[src/rtl/spi_irq_pkg.sv]
package spi_irq_pkg;

   typedef enum logic [2:0] {
      RA_STATUS = 3'd0,
      RA_ENABLE = 3'd1,
      RA_WAKE   = 3'd2,
      RA_TEST   = 3'd3,
      RA_MODE   = 3'd4
   } reg_addr_e;

   localparam int          BUS_W          = 32;
   localparam logic [31:0] TEST_KEEP      = 32'h0000_0FFF;
   localparam logic [31:0] MODE_KEEP      = 32'h0000_000F;
   localparam logic [31:0] WAKE_KEEP      = 32'h0000_0001;
   localparam logic [31:0] MODE_RESET     = 32'h0000_0004;
   localparam int          MODE_TEST_BIT  = 3;
   localparam int          TEST_FORCE_BIT = 11;

endpackage

[src/rtl/spi_irq_evt_map.sv]
module spi_irq_evt_map
   import spi_irq_pkg::*;
#(
   parameter int          NCH       = 4,
   parameter int          STRIDE    = 4,
   parameter int          TX_OFS    = 0,
   parameter int          RX_OFS    = 2,
   parameter logic [31:0] IMPL_MASK = 32'h0001_777F
) (
   input  logic [NCH-1:0]   tx_evt,
   input  logic [NCH-1:0]   rx_evt,
   output logic [BUS_W-1:0] set_vec
);

   localparam int SPAN = NCH * STRIDE;

   if (SPAN > BUS_W) begin : g_bad_span
      $error("spi_irq_evt_map: channel groups exceed bus width");
   end
   if (TX_OFS >= STRIDE || RX_OFS >= STRIDE || TX_OFS == RX_OFS) begin : g_bad_ofs
      $error("spi_irq_evt_map: bad event offsets");
   end

   logic [BUS_W-1:0] raw;

   for (genvar n = 0; n < NCH; n++) begin : g_ch
      for (genvar b = 0; b < STRIDE; b++) begin : g_bit
         if (b == TX_OFS) begin : g_tx
            assign raw[n*STRIDE+b] = tx_evt[n];
         end else if (b == RX_OFS) begin : g_rx
            assign raw[n*STRIDE+b] = rx_evt[n];
         end else begin : g_idle
            assign raw[n*STRIDE+b] = 1'b0;
         end
      end
   end

   if (SPAN < BUS_W) begin : g_pad
      assign raw[BUS_W-1:SPAN] = '0;
   end

   assign set_vec = raw & IMPL_MASK;

endmodule

[src/rtl/spi_irq_ctrl_regs.sv]
module spi_irq_ctrl_regs
   import spi_irq_pkg::*;
#(
   parameter logic [31:0] IMPL_MASK = 32'h0001_777F
) (
   input  logic             clk,
   input  logic             rst_n,
   input  logic             reg_we,
   input  logic [2:0]       reg_addr,
   input  logic [BUS_W-1:0] reg_wdata,
   output logic [BUS_W-1:0] enable_q,
   output logic [BUS_W-1:0] wake_q,
   output logic [BUS_W-1:0] test_q,
   output logic [BUS_W-1:0] mode_q,
   output logic [BUS_W-1:0] clr_vec,
   output logic             force_all
);

   logic wr_status, wr_enable, wr_wake, wr_test, wr_mode;
   logic test_locked;

   assign wr_status = reg_we && (reg_addr == RA_STATUS);
   assign wr_enable = reg_we && (reg_addr == RA_ENABLE);
   assign wr_wake   = reg_we && (reg_addr == RA_WAKE);
   assign wr_test   = reg_we && (reg_addr == RA_TEST);
   assign wr_mode   = reg_we && (reg_addr == RA_MODE);

   assign test_locked = mode_q[MODE_TEST_BIT] && test_q[TEST_FORCE_BIT];

   assign clr_vec = (wr_status && !test_locked) ? (reg_wdata & IMPL_MASK) : '0;

   assign force_all = (wr_test && mode_q[MODE_TEST_BIT] && reg_wdata[TEST_FORCE_BIT])
                   || (wr_mode && test_q[TEST_FORCE_BIT] && reg_wdata[MODE_TEST_BIT]);

   always_ff @(posedge clk) begin
      if (!rst_n) begin
         enable_q <= '0;
         wake_q   <= '0;
         test_q   <= '0;
         mode_q   <= MODE_RESET;
      end else begin
         if (wr_enable) enable_q <= reg_wdata & IMPL_MASK;
         if (wr_wake)   wake_q   <= reg_wdata & WAKE_KEEP;
         if (wr_test)   test_q   <= reg_wdata & TEST_KEEP;
         if (wr_mode)   mode_q   <= reg_wdata & MODE_KEEP;
      end
   end

endmodule

[src/rtl/spi_irq_status.sv]
module spi_irq_status
   import spi_irq_pkg::*;
#(
   parameter logic [31:0] IMPL_MASK = 32'h0001_777F,
   parameter bit          REG_IRQ   = 1'b1
) (
   input  logic             clk,
   input  logic             rst_n,
   input  logic [BUS_W-1:0] set_vec,
   input  logic [BUS_W-1:0] clr_vec,
   input  logic             force_all,
   input  logic [BUS_W-1:0] enable_q,
   output logic [BUS_W-1:0] status_q,
   output logic             irq_o
);

   logic [BUS_W-1:0] status_d;
   logic             pending;

   // set and force are applied after the clear, so an event wins a race
   always_comb begin
      status_d = status_q & ~clr_vec;
      status_d = status_d | set_vec;
      if (force_all) status_d = status_d | IMPL_MASK;
      status_d = status_d & IMPL_MASK;
   end

   always_ff @(posedge clk) begin
      if (!rst_n) status_q <= '0;
      else        status_q <= status_d;
   end

   assign pending = |(status_q & enable_q);

   if (REG_IRQ) begin : g_irq_reg
      logic irq_q;
      always_ff @(posedge clk) begin
         if (!rst_n) irq_q <= 1'b0;
         else        irq_q <= pending;
      end
      assign irq_o = irq_q;
   end else begin : g_irq_comb
      assign irq_o = pending;
   end

endmodule

[src/rtl/spi_irq_agg.sv]
module spi_irq_agg
   import spi_irq_pkg::*;
#(
   parameter int          NCH       = 4,
   parameter int          STRIDE    = 4,
   parameter int          TX_OFS    = 0,
   parameter int          RX_OFS    = 2,
   parameter logic [31:0] IMPL_MASK = 32'h0001_777F,
   parameter bit          REG_IRQ   = 1'b1
) (
   input  logic             clk,
   input  logic             rst_n,
   input  logic [NCH-1:0]   tx_empty_set,
   input  logic [NCH-1:0]   rx_full_set,
   input  logic             reg_we,
   input  logic [2:0]       reg_addr,
   input  logic [BUS_W-1:0] reg_wdata,
   output logic [BUS_W-1:0] reg_rdata,
   output logic             irq_o
);

   logic [BUS_W-1:0] set_vec, clr_vec;
   logic [BUS_W-1:0] status_q, enable_q, wake_q, test_q, mode_q;
   logic             force_all;

   spi_irq_evt_map #(
      .NCH(NCH), .STRIDE(STRIDE), .TX_OFS(TX_OFS), .RX_OFS(RX_OFS),
      .IMPL_MASK(IMPL_MASK)
   ) u_map (
      .tx_evt (tx_empty_set),
      .rx_evt (rx_full_set),
      .set_vec(set_vec)
   );

   spi_irq_ctrl_regs #(.IMPL_MASK(IMPL_MASK)) u_ctrl (
      .clk      (clk),
      .rst_n    (rst_n),
      .reg_we   (reg_we),
      .reg_addr (reg_addr),
      .reg_wdata(reg_wdata),
      .enable_q (enable_q),
      .wake_q   (wake_q),
      .test_q   (test_q),
      .mode_q   (mode_q),
      .clr_vec  (clr_vec),
      .force_all(force_all)
   );

   spi_irq_status #(.IMPL_MASK(IMPL_MASK), .REG_IRQ(REG_IRQ)) u_stat (
      .clk      (clk),
      .rst_n    (rst_n),
      .set_vec  (set_vec),
      .clr_vec  (clr_vec),
      .force_all(force_all),
      .enable_q (enable_q),
      .status_q (status_q),
      .irq_o    (irq_o)
   );

   always_comb begin
      case (reg_addr)
         RA_STATUS: reg_rdata = status_q;
         RA_ENABLE: reg_rdata = enable_q;
         RA_WAKE:   reg_rdata = wake_q;
         RA_TEST:   reg_rdata = test_q;
         RA_MODE:   reg_rdata = mode_q;
         default:   reg_rdata = '0;
      endcase
   end

endmodule

[config.mk]
export PLATFORM = sky130hd
export DESIGN_NAME = spi_irq_agg
export DESIGN_NICKNAME = d
export VERILOG_FILES = /design/src/rtl/spi_irq_pkg.sv /design/src/rtl/spi_irq_evt_map.sv /design/src/rtl/spi_irq_ctrl_regs.sv /design/src/rtl/spi_irq_status.sv /design/src/rtl/spi_irq_agg.sv
export SDC_FILE = /design/constraint.sdc
export NUM_CORES = 1
export LEC_CHECK = 0
export BUFFER_PORTS_ARGS = -buffer_cell sky130_fd_sc_hd__buf_2
export CORE_MARGIN = 2
export CORE_UTILIZATION = 32
export CTS_BUF_LIST = sky130_fd_sc_hd__clkbuf_2
export DETAILED_ROUTE_END_ITERATION = 6
export GPL_ROUTABILITY_DRIVEN = 0
export PLACE_DENSITY = 0.55
export SLEW_MARGIN = 15
export SYNTH_ARGS = -nofsm -noshare
export SYNTH_HDL_FRONTEND = slang
export SYNTH_HIERARCHICAL = 1
export SYNTH_SLANG_ARGS = --single-unit
[constraint.sdc]
create_clock -name clk -period 1.45 [get_ports clk]
set_clock_uncertainty 0.1 [all_clocks]
set_input_delay 0.145 -clock clk [delete_from_list [all_inputs] [get_ports clk]]
set_output_delay 0.145 -clock clk [all_outputs]
set_load 0.02 [all_outputs]
==> metrics.md <==
| Metric | Value |
|---|---|
| Status | `finished, violations left` |
| Failing checks | `negative setup slack` |
| ANT cells | `0` |
| Final Instance Area | `between 4000 and 5000 um2` |
| Req. time, crit path | `1.21 ns` |
| Worst-path clk slew | `0.24 ns` |
| Initial Util | `32.68%` |
| Tot GR Track Use | `around 15%` |
| Bufs on Longest Clock Path | `2` |
| H-tree level count | `2` |
| CTS tree | `built` |
| Ys Warns | `6` |
| Logic gate share of total power | `34.5%` |
| Minimum clock period | `1.804 ns` |
| Max Cap Viol | `0` |
| RSZ-0062 raised after global routing | `yes` |
| Antenna violations before repair | `0` |
| Hold Crit Class | `input port to register` |
| Cell Area, Synth | `roughly 4300 um2` |
| CTS Root Cell | `clkbuf_2` |
| P_leak | `2.271 nW` |
| Vias in the first global route | `around 3.4k` |
| Share of layout cells above drive strength 1 | `between 30% and 40%` |
| Iteration-0 DRC Markers | `161` |
| Core box area | `13240 um2` |
| Design internal power | `1.890 mW` |
| Final slew viol count | `0` |
| Cts bufs inserted | `5` |
| Power Density | `579.0 nW/um2` |
| Number of fill cells in the layout | `1404` |
| Final hold vios | `0` |
| Skew-Pair Late Insertion Delay | `between 0.4 and 0.5 ns` |
| Die area | `14470 um2` |
| Commonest cells after routing, fill and taps aside | `conb_1, buf_4, nand2_1, a22oi_1, mux2i_1` |
| Sw Ratio | `approximately 34%` |
| Final worst slack | `-0.3538 ns` |
| Routed vias | `approximately 3.4k` |
| Critical Path Fanout Max | `2` |
| Avg Inst Size Synth | `about 8.6 um2` |
| DRT Pass-1 Iters | `5` |
| Commonest non-fill, non-tap cell in the layout | `conb_1` |
| Io pins | `79` |
| Largest net degree at the start of global routing | `64` |
| WL per Instance | `14.39 um` |
| Row count | `42` |
| Final period util | `124.4%` |
| CP Class | `register to primary output` |
| Register area | `around 950 um2` |
| Die Span X | `120.3 um` |
| VDD IR max | `378.7 uV` |
| HPWL Detailed | `7617 um` |
| Final core utilization | `37.62%` |
| DP Cell Count | `just over 700` |
| Post-Route WL | `10970 um` |
| Crit end category | `primary output` |
| Worst Tran Pin Value | `0.6823 ns` |
| Drt drc | `0` |
| Chip height | `120.3 um` |
| Worst Setup Start Kind | `register` |
| P_sw | `0.9950 mW` |
| Routed vias/inst | `~4.5` |
| Placed cell area | `4394 um2` |
| Setup TNS | `-4.783 ns` |
| Post-Syn Instances | `504` |
| Final net count | `631` |
| Sequential share of power | `47.0%` |
| Clock sinks | `46` |
| PortBufs | `46` |
| First-pass GRT wire length | `17280 um` |
| # setup viols final | `29` |
| Worst path arrival time | `1.56 ns` |
| Layout Cells excl Fill | `762` |
| Final ANT Viol Nets | `0` |
| Fmax | `554.4 MHz` |
| Relative slew slack | `54.03%` |
| Area of the multi-input gates | `approximately 2700 um2` |
| Area growth syn-to-layout | `15.12%` |
| Clock Power Share | `18.6%` |
| Total gr overflow | `0` |
stage by stage:
step,hold slack [ns],total power [mW],worst slack (ns)
3_3_place_gp,0.2618,2.195,-0.1142
3_5_place_dp,0.2701,2.210,-0.09365
6_report,0.07466,2.885,-0.3538
2_1_floorplan,0.1729,2.211,0.0003826
4_1_cts,0.04479,2.854,-0.3685
5_1_grt,0.03952,3.060,-0.4475
layer usage:
layer	global-route usage (%)	up-vias	wire, um
met5	0	-	0
met4	2.544	0	100
met3	1.745	10	338
met2	27.59	65	5527
met1	18.61	1634	4999
li1	-	1707	-
critical path, cell delays in order, from the launching register on:
cell and delay [ns]:
dfxtp_2 0.39, buf_6 0.11, mux2_4 0.25, a32oi_2 0.14
o21ai_1 0.09, buf_4 0.16
registers in the layout (all words and copies together) (netlist names):
| name | flops |
|---|---|
| u_ctrl/wake_q | 1 |
| u_stat/status_q | 14 |
| u_ctrl/test_q | 12 |
| u_ctrl/enable_q | 14 |
| u_ctrl/mode_q | 4 |
| u_stat/irq_o | 1 |
power by group through the flow:
stage | sequential (mW) | clock [mW] | combinational, mW
2_1_floorplan | 1.37 | 0 | 0.844
3_3_place_gp | 1.38 | 0 | 0.819
3_5_place_dp | 1.38 | 0 | 0.832
4_1_cts | 1.35 | 0.561 | 0.940
5_1_grt | 1.36 | 0.619 | 1.08
6_report | 1.35 | 0.536 | 0.994
worst paths after layout:
check,start,endpoint,slack [ns],depth (start not counted)
hold / removal,rst_n,u_stat/status_q[13],0.07,3
hold reg to reg,u_ctrl/test_q[9],u_ctrl/test_q[9],0.37,2
setup reg to reg,u_ctrl/test_q[11],u_stat/status_q[16],-0.22,6
setup / recovery,u_ctrl/test_q[11],reg_rdata[11],-0.35,5
area by class of cell:
class / instances / area share [%]
Clock buffer: 6 / 0.6027
Clock inverter: 2 / 0.1758
Inverter: 15 / 1.130
Multi-Input combinational cell: 397 / 54.55
Sequential cell: 46 / 18.99
Tap cell: 176 / 4.420
Timing Repair Buffer: 120 / 20.14
what timing repair did:
item,in CTS,in global routing
setup buffers,6,5
hold buffers,24,0
cloned,1,0
resized for setup,54,10
hold endpoints to repair,39,0
endpoints found under the setup margin,30,30
pin swaps,17,4
(Power assumes the default switching activity.)
